--- config.mk ---
export PLATFORM = sky130hd
export DESIGN_NAME = nfc_cmd_seq
export DESIGN_NICKNAME = d
export VERILOG_FILES = /design/src/rtl/nfc_pkg.sv /design/src/rtl/nfc_sync.sv /design/src/rtl/nfc_regs.sv /design/src/rtl/nfc_seq.sv /design/src/rtl/nfc_cmd_seq.sv
export SDC_FILE = /design/constraint.sdc
export NUM_CORES = 1
export LEC_CHECK = 0
export BUFFER_PORTS_ARGS = -buffer_cell sky130_fd_sc_hd__buf_2
export CORE_MARGIN = 3
export CORE_UTILIZATION = 40
export DETAILED_ROUTE_END_ITERATION = 10
export HOLD_SLACK_MARGIN = 0.15
export MAX_ROUTING_LAYER = met4
export PLACE_DENSITY = 0.59
export SYNTH_ARGS = -nofsm -noshare
export SYNTH_HDL_FRONTEND = slang
export SYNTH_SLANG_ARGS = --single-unit
--- constraint.sdc ---
create_clock -name clk_i -period 2.85 [get_ports clk_i]
set_input_delay 0.1425 -clock clk_i [delete_from_list [all_inputs] [get_ports clk_i]]
set_output_delay 0.1425 -clock clk_i [all_outputs]
set_load 0.02 [all_outputs]
--- src/rtl/nfc_pkg.sv ---
package nfc_pkg;

  typedef enum logic [2:0] {
    PH_CMD1 = 3'd0,
    PH_COL  = 3'd1,
    PH_ROW  = 3'd2,
    PH_CMD2 = 3'd3,
    PH_WB   = 3'd4,
    PH_DATA = 3'd5,
    PH_HOLD = 3'd6
  } phase_e;

  typedef enum logic [2:0] {
    ST_IDLE, ST_SETUP, ST_LOW, ST_HIGH, ST_WAIT
  } step_e;

  typedef struct packed {
    logic       hold;
    logic [1:0] size;
    logic       spec;
    logic       wr;
    logic       rd;
    logic       cmd2_en;
    logic       row_en;
    logic       col_en;
    logic       cmd1_en;
    logic [7:0] cmd2;
    logic [7:0] cmd1;
  } ctl_t;

  // control word bit positions are software visible
  localparam int unsigned B_START = 31;
  localparam int unsigned B_HOLD  = 30;
  localparam int unsigned B_ERR   = 27;
  localparam int unsigned B_RDY   = 26;

  function automatic ctl_t ctl_decode(logic [31:0] w);
    ctl_t c;
    c.hold    = w[30];
    c.size    = w[29:28];
    c.spec    = w[24];
    c.wr      = w[21];
    c.rd      = w[20];
    c.cmd2_en = w[19];
    c.row_en  = w[18];
    c.col_en  = w[17];
    c.cmd1_en = w[16];
    c.cmd2    = w[15:8];
    c.cmd1    = w[7:0];
    return c;
  endfunction

  function automatic logic [31:0] ctl_encode(ctl_t c, logic busy, logic err, logic rdy);
    return {busy, c.hold, c.size, err, rdy, 1'b0, c.spec, 2'b00, c.wr, c.rd,
            c.cmd2_en, c.row_en, c.col_en, c.cmd1_en, c.cmd2, c.cmd1};
  endfunction

endpackage

--- src/rtl/nfc_sync.sv ---
module nfc_sync #(
  parameter int unsigned STAGES = 2
) (
  input  logic clk_i,
  input  logic rst_ni,
  input  logic d_i,
  output logic q_o
);
  logic [STAGES-1:0] sr_q;

  generate
    if (STAGES == 1) begin : g_one
      always_ff @(posedge clk_i or negedge rst_ni)
        if (!rst_ni) sr_q <= '0;
        else         sr_q <= d_i;
    end else begin : g_many
      always_ff @(posedge clk_i or negedge rst_ni)
        if (!rst_ni) sr_q <= '0;
        else         sr_q <= {sr_q[STAGES-2:0], d_i};
    end
  endgenerate

  assign q_o = sr_q[STAGES-1];
endmodule

--- src/rtl/nfc_regs.sv ---
module nfc_regs
  import nfc_pkg::*;
#(
  parameter int unsigned DW = 32,
  parameter int unsigned TW = 6,
  localparam int unsigned WAIT_W = 5 * TW,
  localparam int unsigned LANE_W = $clog2(DW / 8)
) (
  input  logic              clk_i,
  input  logic              rst_ni,
  input  logic              we_i,
  input  logic [2:0]        addr_i,
  input  logic [DW-1:0]     wdata_i,
  output logic [DW-1:0]     rdata_o,
  input  logic              busy_i,
  input  logic              rdy_i,
  input  logic              rd_we_i,
  input  logic [LANE_W-1:0] rd_lane_i,
  input  logic [7:0]        rd_byte_i,
  output logic              go_o,
  output ctl_t              ctl_o,
  output logic [DW-1:0]     col_o,
  output logic [DW-1:0]     row_o,
  output logic [7:0]        cfg_o,
  output logic [WAIT_W-1:0] wait_o,
  output logic [DW-1:0]     data_o
);
  localparam logic [2:0] A_CTL = 3'd0, A_COL = 3'd1, A_ROW = 3'd2,
                         A_DATA = 3'd3, A_CFG = 3'd4, A_WAIT = 3'd5;

  ctl_t              ctl_q;
  logic [DW-1:0]     col_q, row_q, data_q;
  logic [3:0]        cfg_q;
  logic [WAIT_W-1:0] wait_q;
  logic              go_q, err_q, busy_int, wr_ok, ctl_wr, accept;

  assign busy_int = busy_i | go_q;
  assign wr_ok    = we_i & ~busy_int;
  assign ctl_wr   = we_i & (addr_i == A_CTL);
  assign accept   = ctl_wr & ~busy_int & wdata_i[B_START];

  logic unused_bits;
  assign unused_bits = ^{wdata_i[27:25], wdata_i[23:22], wdata_i[3:0]};

  always_ff @(posedge clk_i or negedge rst_ni) begin
    if (!rst_ni) begin
      ctl_q  <= '0;
      col_q  <= '0;
      row_q  <= '0;
      data_q <= '0;
      cfg_q  <= '0;
      wait_q <= '0;
      go_q   <= 1'b0;
      err_q  <= 1'b0;
    end else begin
      go_q <= accept;
      if (ctl_wr && busy_int) err_q <= 1'b1;
      else if (accept)        err_q <= 1'b0;
      if (wr_ok) begin
        unique case (addr_i)
          A_CTL:  ctl_q  <= ctl_decode(wdata_i[31:0]);
          A_COL:  col_q  <= wdata_i;
          A_ROW:  row_q  <= wdata_i;
          A_DATA: data_q <= wdata_i;
          A_CFG:  cfg_q  <= wdata_i[7:4];
          A_WAIT: wait_q <= wdata_i[WAIT_W-1:0];
          default: ;
        endcase
      end
      if (accept && wdata_i[20]) data_q <= '0;
      else if (rd_we_i) data_q[{rd_lane_i, 3'b000} +: 8] <= rd_byte_i;
    end
  end

  always_comb begin
    rdata_o = '0;
    unique case (addr_i)
      A_CTL:  rdata_o[31:0] = ctl_encode(ctl_q, busy_int, err_q & rdy_i, rdy_i);
      A_COL:  rdata_o = col_q;
      A_ROW:  rdata_o = row_q;
      A_DATA: rdata_o = data_q;
      A_CFG:  rdata_o[7:4] = cfg_q;
      A_WAIT: rdata_o[WAIT_W-1:0] = wait_q;
      default: ;
    endcase
  end

  assign go_o   = go_q;
  assign ctl_o  = ctl_q;
  assign col_o  = col_q;
  assign row_o  = row_q;
  assign cfg_o  = {cfg_q, 4'b0000};
  assign wait_o = wait_q;
  assign data_o = data_q;

  AST_CTL_IGNORED: assert property (@(posedge clk_i) disable iff (!rst_ni)
    (ctl_wr && busy_int) |=> $stable(ctl_q));
  AST_ERR_LATCH: assert property (@(posedge clk_i) disable iff (!rst_ni)
    (ctl_wr && busy_int) |=> err_q);
  AST_CFG_FROZEN: assert property (@(posedge clk_i) disable iff (!rst_ni)
    busy_int |=> ($stable(cfg_q) && $stable(col_q) && $stable(wait_q)));
endmodule

--- src/rtl/nfc_seq.sv ---
module nfc_seq
  import nfc_pkg::*;
#(
  parameter int unsigned DW = 32,
  parameter int unsigned TW = 6,
  localparam int unsigned WAIT_W = 5 * TW,
  localparam int unsigned LANE_W = $clog2(DW / 8)
) (
  input  logic              clk_i,
  input  logic              rst_ni,
  input  logic              go_i,
  input  ctl_t              ctl_i,
  input  logic [DW-1:0]     col_i,
  input  logic [DW-1:0]     row_i,
  input  logic [7:0]        cfg_i,
  input  logic [WAIT_W-1:0] wait_i,
  input  logic [DW-1:0]     wdata_i,
  output logic              busy_o,
  output logic              done_o,
  output logic              rd_we_o,
  output logic [LANE_W-1:0] rd_lane_o,
  output logic [7:0]        rd_byte_o,
  output logic              ce_no,
  output logic              cle_o,
  output logic              ale_o,
  output logic              we_no,
  output logic              re_no,
  output logic [7:0]        dq_o,
  output logic              dq_oe_o,
  input  logic [7:0]        dq_i
);
  step_e          st_q;
  phase_e         ph_q, nxt_ph;
  logic [TW-1:0]  cnt_q;
  logic [1:0]     bidx_q, last_idx;
  logic           ce_q;
  logic [6:0]     en;
  logic [3:0]     cur_pos;
  logic           byte_st, rd_data, rst_only, cnt_end;
  logic [7:0]     cur_byte;

  wire [TW-1:0] t_low  = wait_i[0*TW +: TW];
  wire [TW-1:0] t_high = wait_i[1*TW +: TW];
  wire [TW-1:0] t_set  = wait_i[2*TW +: TW];
  wire [TW-1:0] t_hold = wait_i[3*TW +: TW];
  wire [TW-1:0] t_wb   = wait_i[4*TW +: TW];

  function automatic phase_e ph_after(logic [6:0] e, logic [3:0] pos);
    phase_e r = PH_HOLD;
    for (int i = 6; i >= 0; i--)
      if (e[i] && (i + 1) > int'(pos)) r = phase_e'(i[2:0]);
    return r;
  endfunction

  assign en = {1'b1, ctl_i.rd | ctl_i.wr, ctl_i.cmd2_en, ctl_i.cmd2_en,
               ctl_i.row_en, ctl_i.col_en | ctl_i.spec, ctl_i.cmd1_en};
  assign cur_pos = (st_q == ST_IDLE) ? 4'd0 : {1'b0, ph_q} + 4'd1;
  assign nxt_ph  = ph_after(en, cur_pos);
  assign cnt_end = (cnt_q == '0);
  assign rst_only = ctl_i.cmd1_en && ctl_i.cmd1 == 8'hFF && !ctl_i.col_en &&
                    !ctl_i.row_en && !ctl_i.cmd2_en && !ctl_i.rd && !ctl_i.wr &&
                    !ctl_i.spec && !ctl_i.hold;

  always_comb begin
    unique case (ph_q)
      PH_COL:  last_idx = ctl_i.spec ? 2'd0 : cfg_i[5:4];
      PH_ROW:  last_idx = cfg_i[7:6];
      PH_DATA: last_idx = ctl_i.size;
      default: last_idx = 2'd0;
    endcase
  end

  always_comb begin
    unique case (ph_q)
      PH_CMD1: cur_byte = ctl_i.cmd1;
      PH_CMD2: cur_byte = ctl_i.cmd2;
      PH_COL:  cur_byte = col_i[{bidx_q, 3'b000} +: 8];
      PH_ROW:  cur_byte = row_i[{bidx_q, 3'b000} +: 8];
      PH_DATA: cur_byte = wdata_i[{bidx_q, 3'b000} +: 8];
      default: cur_byte = 8'h00;
    endcase
  end

  always_ff @(posedge clk_i or negedge rst_ni) begin
    if (!rst_ni) begin
      st_q   <= ST_IDLE;
      ph_q   <= PH_CMD1;
      cnt_q  <= '0;
      bidx_q <= '0;
      ce_q   <= 1'b0;
    end else begin
      unique case (st_q)
        ST_IDLE: if (go_i) begin
          ph_q   <= nxt_ph;
          st_q   <= (nxt_ph inside {PH_WB, PH_HOLD}) ? ST_WAIT : ST_SETUP;
          cnt_q  <= (nxt_ph == PH_HOLD) ? t_hold : (nxt_ph == PH_WB) ? t_wb : t_set;
          bidx_q <= '0;
          if (!rst_only) ce_q <= 1'b1;
        end
        ST_SETUP: if (cnt_end) begin st_q <= ST_LOW; cnt_q <= t_low; end
                  else cnt_q <= cnt_q - 1'b1;
        ST_LOW:   if (cnt_end) begin st_q <= ST_HIGH; cnt_q <= t_high; end
                  else cnt_q <= cnt_q - 1'b1;
        ST_HIGH: begin
          if (!cnt_end) cnt_q <= cnt_q - 1'b1;
          else if (bidx_q != last_idx) begin
            bidx_q <= bidx_q + 1'b1;
            st_q   <= ST_SETUP;
            cnt_q  <= t_set;
          end else begin
            ph_q   <= nxt_ph;
            bidx_q <= '0;
            st_q   <= (nxt_ph inside {PH_WB, PH_HOLD}) ? ST_WAIT : ST_SETUP;
            cnt_q  <= (nxt_ph == PH_HOLD) ? t_hold : (nxt_ph == PH_WB) ? t_wb : t_set;
          end
        end
        ST_WAIT: begin
          if (!cnt_end) cnt_q <= cnt_q - 1'b1;
          else if (ph_q == PH_HOLD) begin
            st_q <= ST_IDLE;
            ce_q <= ctl_i.hold;
          end else begin
            ph_q  <= nxt_ph;
            st_q  <= (nxt_ph inside {PH_WB, PH_HOLD}) ? ST_WAIT : ST_SETUP;
            cnt_q <= (nxt_ph == PH_HOLD) ? t_hold : (nxt_ph == PH_WB) ? t_wb : t_set;
          end
        end
        default: st_q <= ST_IDLE;
      endcase
    end
  end

  assign byte_st   = st_q inside {ST_SETUP, ST_LOW, ST_HIGH};
  assign rd_data   = (ph_q == PH_DATA) && ctl_i.rd;
  assign busy_o    = (st_q != ST_IDLE);
  assign done_o    = (st_q == ST_WAIT) && (ph_q == PH_HOLD) && cnt_end;
  assign rd_we_o   = (st_q == ST_LOW) && cnt_end && rd_data;
  assign rd_lane_o = LANE_W'(bidx_q);
  assign rd_byte_o = dq_i;
  assign ce_no     = ~ce_q;
  assign cle_o     = byte_st && (ph_q inside {PH_CMD1, PH_CMD2});
  assign ale_o     = byte_st && (ph_q inside {PH_COL, PH_ROW});
  assign we_no     = ~((st_q == ST_LOW) && !rd_data);
  assign re_no     = ~((st_q == ST_LOW) && rd_data);
  assign dq_oe_o   = byte_st && !rd_data;
  assign dq_o      = byte_st ? cur_byte : 8'h00;

  AST_CLE_ALE_EXCL: assert property (@(posedge clk_i) disable iff (!rst_ni)
    !(cle_o && ale_o));
  AST_READ_NO_DRIVE: assert property (@(posedge clk_i) disable iff (!rst_ni)
    !re_no |-> !dq_oe_o);
  AST_ADDR_HAS_CE: assert property (@(posedge clk_i) disable iff (!rst_ni)
    ale_o |-> !ce_no);
  AST_DONE_IDLE: assert property (@(posedge clk_i) disable iff (!rst_ni)
    done_o |=> !busy_o);
  AST_NO_DOUBLE_STROBE: assert property (@(posedge clk_i) disable iff (!rst_ni)
    !(!we_no && !re_no));
endmodule

--- src/rtl/nfc_cmd_seq.sv ---
module nfc_cmd_seq
  import nfc_pkg::*;
#(
  parameter int unsigned DW          = 32,
  parameter int unsigned TW          = 6,
  parameter int unsigned SYNC_STAGES = 2,
  localparam int unsigned WAIT_W     = 5 * TW,
  localparam int unsigned LANE_W     = $clog2(DW / 8)
) (
  input  logic          clk_i,
  input  logic          rst_ni,
  input  logic          reg_we_i,
  input  logic [2:0]    reg_addr_i,
  input  logic [DW-1:0] reg_wdata_i,
  output logic [DW-1:0] reg_rdata_o,
  output logic          nand_ce_no,
  output logic          nand_cle_o,
  output logic          nand_ale_o,
  output logic          nand_we_no,
  output logic          nand_re_no,
  output logic [7:0]    nand_dq_o,
  output logic          nand_dq_oe_o,
  input  logic [7:0]    nand_dq_i,
  input  logic          nand_rb_i
);
  ctl_t              ctl;
  logic [DW-1:0]     col, row, data;
  logic [7:0]        cfg;
  logic [WAIT_W-1:0] waitc;
  logic              go, busy, done, rdy, rd_we;
  logic [LANE_W-1:0] rd_lane;
  logic [7:0]        rd_byte;

  nfc_sync #(.STAGES(SYNC_STAGES)) u_sync (
    .clk_i(clk_i), .rst_ni(rst_ni), .d_i(nand_rb_i), .q_o(rdy)
  );

  nfc_regs #(.DW(DW), .TW(TW)) u_regs (
    .clk_i(clk_i), .rst_ni(rst_ni), .we_i(reg_we_i), .addr_i(reg_addr_i),
    .wdata_i(reg_wdata_i), .rdata_o(reg_rdata_o), .busy_i(busy), .rdy_i(rdy),
    .rd_we_i(rd_we), .rd_lane_i(rd_lane), .rd_byte_i(rd_byte), .go_o(go),
    .ctl_o(ctl), .col_o(col), .row_o(row), .cfg_o(cfg), .wait_o(waitc),
    .data_o(data)
  );

  nfc_seq #(.DW(DW), .TW(TW)) u_seq (
    .clk_i(clk_i), .rst_ni(rst_ni), .go_i(go), .ctl_i(ctl), .col_i(col),
    .row_i(row), .cfg_i(cfg), .wait_i(waitc), .wdata_i(data), .busy_o(busy),
    .done_o(done), .rd_we_o(rd_we), .rd_lane_o(rd_lane), .rd_byte_o(rd_byte),
    .ce_no(nand_ce_no), .cle_o(nand_cle_o), .ale_o(nand_ale_o),
    .we_no(nand_we_no), .re_no(nand_re_no), .dq_o(nand_dq_o),
    .dq_oe_o(nand_dq_oe_o), .dq_i(nand_dq_i)
  );

  logic unused_done;
  assign unused_done = done;
endmodule

# Yosys cells after proc, flatten, opt, wreduce, memory -nomap -nowiden
# Index checks and enable logic that the tools add are counted.
[totals]
register_bits = 175
input_bits = 47
output_inout_bits = 46
elab_cells = 191
[op_classes]
addsub = 4
order_cmp = 6
n_eq_ne = 28
shifts = 5
mux = 56
bitwise = 12
n_reduce_logical = 56
[op_table]
columns = ["operator", "n"]
rows = [
  ["32-bit 2-to-1 mux", 4],
  ["22-bit one-hot mux with 5 select lines", 1],
  ["32-bit by 6-bit variable part select with 8-bit output", 3],
  ["3-bit 2-to-1 mux", 18],
  ["6-bit 2-to-1 mux", 9],
  ["8-bit one-hot mux with 5 select lines", 1],
  ["32-bit bitwise mux", 1],
  ["8-bit by 7-bit variable shift with 32-bit output, first input constant", 1],
  ["8-bit by 7-bit variable part select with 32-bit output", 1],
  ["6-bit one-hot mux with 5 select lines", 1],
  ["1-bit logical AND", 24],
  ["4-bit one-hot mux with 6 select lines", 1],
  ["3-bit == test, second input constant", 7],
  ["4-bit one-hot mux with 5 select lines", 1],
  ["3-bit by 2-bit == test with 1-bit output, second input constant", 6],
  ["3-bit one-hot mux with 5 select lines", 1],
  ["3-bit by 4-bit > comparator with 1-bit output, first input constant", 3],
  ["2-bit nonzero test", 6],
  ["2-bit 2-to-1 mux", 5],
  ["2-bit inequality test, second input constant", 5],
  ["2-bit AND reduction", 5],
  ["5-bit AND reduction", 2],
  ["3-bit by 1-bit == test with 1-bit output, second input constant", 3],
  ["3-bit zero test", 3],
  ["other kinds (27)", 55],
]

# Logic depth before layout (Yosys ltp)
[logic_depth]
word_depth = 16
depth_mapped = 11
mapped_depth_nobuf = 8

# Hierarchy
# A second synthesis with hierarchy kept.
[hier_totals]
cells_unflattened = 1060
hier_area_um2 = 11001.8
[by_module_without_submodules]
columns = ["mod", "n_inst", "cells_per_inst", "area_per_inst_um2", "seq_area_each_um2"]
rows = [
  ["nfc_regs", 1, 646, 8040.2, 3953.8],
  ["nfc_seq", 1, 412, 2911.5, 375.4],
  ["nfc_sync", 1, 2, 50.0, 50.0],
]

# Least setup slack after synthesis
# OpenSTA, ideal clock, no wires.
[synth_path]
path_type = "reg-to-reg"
from = "register u_seq.ph_q[2]"
to = "register u_seq.cnt_q[0]"
setup_ps = 110
arrival_time_ps = 2681
t_required_ps = 2740
slack_ps = 58
path_stages_with_launch = 12
path_buffers = 3
path_cell_list = "dfrtp_1 -> buf_2 -> clkbuf_1 -> inv_1 -> ha_1 -> inv_1 -> o41ai_1 -> a21o_1 -> and4_1 -> clkbuf_1 -> nor2_1 -> o41ai_1"
[synth_between]
elab_chain_cells = 16
[synth_lines]
columns = ["element", "line", "rtl"]
rows = [
  ["from (decl)", "nfc_seq.sv:33", "phase_e ph_q, nxt_ph;"],
  ["from (signal assigned)", "nfc_seq.sv:94", "ph_q <= nxt_ph;"],
  ["from (signal assigned)", "nfc_seq.sv:111", "ph_q <= nxt_ph;"],
  ["from (signal assigned)", "nfc_seq.sv:123", "ph_q <= nxt_ph;"],
  ["3-bit by 1-bit adder with 4-bit output", "nfc_seq.sv:57", "assign cur_pos = (st_q == ST_IDLE) ? 4'd0 : {1'b0, ph_q} + 4'd1;"],
  ["4-bit 2-to-1 mux", "nfc_seq.sv:57", ""],
  ["3-bit by 4-bit > comparator with 1-bit output", "nfc_seq.sv:51", "if (e[i] && (i + 1) > int'(pos)) r = phase_e'(i[2:0]);"],
  ["1-bit logical AND", "nfc_seq.sv:51", ""],
  ["2-bit 2-to-1 mux", "nfc_seq.sv:51", ""],
  ["3-bit 2-to-1 mux (5 in a row)", "nfc_seq.sv:51", ""],
  ["3-bit == test", "nfc_seq.sv:96, nfc_seq.sv:114, nfc_seq.sv:125", ""],
  ["6-bit 2-to-1 mux (2 in a row)", "nfc_seq.sv:96, nfc_seq.sv:114, nfc_seq.sv:125", ""],
  ["6-bit 2-to-1 mux, on equally long branches", "nfc_seq.sv:119, nfc_seq.sv:106", ""],
  ["6-bit 2-to-1 mux, on equally long branches", "nfc_seq.sv:118, nfc_seq.sv:105", ""],
  ["6-bit one-hot mux with 5 select lines", "nfc_seq.sv:92", "unique case (st_q)"],
  ["to (signal assigned)", "nfc_seq.sv:96", "cnt_q <= (nxt_ph == PH_HOLD) ? t_hold : (nxt_ph == PH_WB) ? t_wb : t_set;"],
  ["to (signal assigned)", "nfc_seq.sv:114", "cnt_q <= (nxt_ph == PH_HOLD) ? t_hold : (nxt_ph == PH_WB) ? t_wb : t_set;"],
  ["to (signal assigned)", "nfc_seq.sv:118", "if (!cnt_end) cnt_q <= cnt_q - 1'b1;"],
  ["to (decl)", "nfc_seq.sv:34", "logic [TW-1:0] cnt_q;"],
]
# Parallel ways exist; a longest one is shown, timed or not. The select of a mux whose other input is x is not followed.
# A chain may end at the register's enable or synchronous reset.

# Final worst setup path
[layout_path]
from = "register u_seq.ph_q[0]"
to = "output nand_dq_o[2]"
[layout_between]
elab_chain_cells = 3
[layout_lines]
columns = ["element", "line", "rtl"]
rows = [
  ["3-bit == test, or another cell as far along", "nfc_seq.sv:74", "unique case (ph_q)"],
  ["8-bit one-hot mux with 5 select lines *", "nfc_seq.sv:74", ""],
  ["8-bit 2-to-1 mux *", "nfc_seq.sv:146", "assign dq_o = byte_st ? cur_byte : 8'h00;"],
  ["to (decl)", "nfc_cmd_seq.sv:21", "output logic [7:0] nand_dq_o,"],
]
# Every way passes the cells marked *; elsewhere a longest branch is shown, timed or not.

==> qor.yml <==
status: "finished clean"
synth_edf_count: 0
cp-endpoint: "nand_dq_o[2]"
dpl.hpwl_um: 30410
power_switching_share_pct: 44.09
reg2reg_depth: 8
pin_count: 93
drtIter0Drc: 1051
synth_cell_type_count: 76
cts_buffer_depth: 2
critPathLaunchType: "flip-flop"
regToRegEndpoint: "u_seq.cnt_q[0]$_DFFE_PN0P_"
rrSetupSlack_ns: 0.11
seq_power_share_pct: 37.2
port_buffers: 92
numClockSinks: 175
htreeDepth: 4
p_int_mw: 7.957
arrival_ns: 2.67
grt_usage_pct: 29.61
fin_crit_sh_pct: 98.53
cap_violations: 0
std_cell_rows: 59
critPathMaxFanout: 17
slew_headroom_pct: 36.60
yosysTopAreaCell: "dfrtp_1"
clock_latency_ns: 0.44
setup_violations: 0
rr_startpoint: "u_seq.cnt_q[0]$_DFFE_PN0P_"
postRouteAntennaNets: 0
ir_drop_uv: 456.7
overflow: 0
cts.clk_slew.worst_paths_ns: 0.07
syn_area_um2: 10740
syn_avg_cell_area_um2: 10.19
grt_pass1_vias: 9427
die_h_um: 169.9
p_leak_nw: 5.915
wl_per_cell_um: 26.91
ys_ff_latch: 175
detail_route.vias_per_cell: 6.363
area_growth_pct: 22.12
critical_path_required_ns: 2.71
yosysSeqAreaShare_pct: 40.77
ys_warn_count: 0
powerDensity_nw_per_um2: 1085
fmax_ghz: 0.3561
tns_ns: 0
antenna_found_initial: 0
numCtsBuffers: 17
synth_top_area_share_pct: 40.77
place_congestion: 0.9645
initial_core_util_pct: 40.99
grt_max_degree: 75
synth_nets: 1112
routed-via-count: 9869
finalPower_mw: 14.23
finalHoldViolCount: 0
dr.pass1.iters: 7
grt_pass1_wl_um: 62040
hp-class: "input pin to async pin"
critical_path_class: "flip-flop to output pin"
fillers: 2352
layout_setup_ws_ns: 0.04191
cts_tree: "done"
drive_gt1_share_pct: 32.26
finClkSkew_ns: 0.01213
cts_root_buffer: "clkbuf_16"
end_kind: "output pin"
power.switching_mw: 6.275
drc: 0
period_needed_ns: 2.808
p_clk_share_pct: 16.2
drt-total-wl_um: 41740
synth_cells: 1054
comb_power_share_pct: 46.7
nets: 1260
core-area_um2: 26210
rsz0062_at_grt: "no"
worst_pin_slew_ns: 0.9489
synth-async-reset-ratio_pct: 100.0
yosys-top-cells-area: "dfrtp_1 (41%), mux2_2 (15%), mux2i_1 (6.2%)"
die-area_um2: 28860
synth_ff_type: "dfrtp_1"
dp_slack_ns: -0.2203
setup.worst_path.start: "u_seq.ph_q[0]$_DFFE_PN0P_"
fp.dieW_um: 169.9
drv_slew: 0
## how the worst min path moves through the flow
stage          startpoint                       endpoint  slack (ns)  depth (start not counted)
2_1_floorplan      rst_ni    u_regs.cfg_q[0]$_DFFE_PN0P_       -0.15                          0
6_report           rst_ni  u_regs.wait_o[13]$_DFFE_PN0P_        0.31                          2
3_5_place_dp       rst_ni  u_regs.wait_o[13]$_DFFE_PN0P_        0.25                          1
5_1_grt          reg_we_i       u_regs.err_q$_DFFE_PN0P_        0.34                          4
4_1_cts          reg_we_i       u_regs.err_q$_DFFE_PN0P_        0.29                          4
3_3_place_gp       rst_ni  u_regs.wait_o[13]$_DFFE_PN0P_        0.25                          1
## stage by stage
step	hold WS, ns	cells	utilization (%)	area (um^2)
5_1_grt	0.3376	1550	50.05	13120
2_1_floorplan	-0.1531	1054	-	10740
3_3_place_gp	0.2523	1466	45.34	11880
4_1_cts	0.2859	1544	49.46	12960
6_report	0.3061	1551	50.05	13120
3_5_place_dp	0.2459	1466	45.34	11880
## cells by family (layout without fill, tap and decap cells)
family / count (synthesis) / in the layout / synth area share, %
multiplexers: 222 / 222 / 23.65
other: 0 / 1 / 0
AO/OA/AOI/OAI: 278 / 278 / 17.60
XOR/XNOR: 3 / 3 / 0.2447
flip-flops: 175 / 175 / 40.77
adder cells (fa/ha/maj): 11 / 11 / 1.281
buffers and inverters: 99 / 260 / 3.623
AND/OR/NAND/NOR: 266 / 266 / 12.84
## Yosys cell counts, types with 13 or more instances
master,instances
a21oi_1,49
a22oi_1,29
a31oi_1,16
and3_1,17
clkbuf_1,56
dfrtp_1,175
inv_1,17
mux2_2,144
mux2i_1,67
nand2_1,45
nand3_1,15
nor2_1,99
nor2b_1,13
nor3_1,14
o21ai_0,45
o22ai_1,32
o31ai_1,15
## registers in the layout, indices dropped and copies added (netlist names), 2 cells and up
register	count
u_regs.ctl_o	26
u_seq.ph_q	3
u_regs.data_o	32
u_regs.cfg_q	4
u_seq.cnt_q	6
u_regs.wait_o	30
u_regs.row_o	32
u_seq.st_q	3
u_seq.rd_lane_o	2
u_regs.col_o	32
u_sync.sr_q	2
## final cells by class
cell class / count / area, um^2 / share of cell area (%)
timing repair buffer: 208 / 1565 / 11.93
multi-input combinational: 780 / 6103 / 46.53
clock inverter: 15 / 145.1 / 1.106
antenna: 1 / 2.502 / 0.01908
tap: 335 / 419.2 / 3.195
clock buffer: 17 / 425.4 / 3.243
sequential: 175 / 4382 / 33.40
inverter: 20 / 75.07 / 0.5723
## power by group through the flow
| stage | Sequential, mW | Clock, mW | Combinational, mW |
|---|---|---|---|
| 2_1_floorplan | 4.40 | 0 | 4.39 |
| 6_report | 5.29 | 2.30 | 6.64 |
| 3_3_place_gp | 5.24 | 0 | 6.08 |
| 5_1_grt | 5.36 | 2.46 | 7.20 |
| 4_1_cts | 5.20 | 2.33 | 6.31 |
| 3_5_place_dp | 5.25 | 0 | 6.11 |
## timing repair
action,CTS,global route
hold buffers,42,0
resized for setup,16,19
cloned,0,2
pin swaps,1,5
setup buffers,4,4
endpoints found under the setup margin,8,15
endpoints found under the hold margin,230,0
## placed cells by master (no fill, tap or decap), types with 32 or more instances in the layout
cell type	n
mux2_2	144
nand2_1	44
a21oi_1	48
dlygate4sd3_1	42
buf_4	64
mux2i_1	67
o22ai_1	32
nor2_1	98
buf_2	91
o21ai_0	45
dfrtp_1	173
## worst max-delay path: stages (launching register included)
cell	delay [ns]
dfrtp_1	0.39
inv_1	0.13
ha_4	0.20
nand2b_4	0.09
buf_12	0.17
o21ai_0	0.15
a21oi_1	0.09
o21ai_0	0.44
a32oi_1	0.19
o21a_1	0.22
buf_2	0.16
## routing by layer
layer | part of all wire, % | track usage, % | up-vias | wire, um
met5 | 0 | - | - | 0
met4 | 4.6 | 12.23 | 0 | 1920
met3 | 7.7 | 4.042 | 117 | 3206
met2 | 46 | 43.62 | 541 | 19100
met1 | 42 | 41.24 | 4932 | 17510
li1 | - | - | 4279 | -
Power figures use the tool's default switching activity.
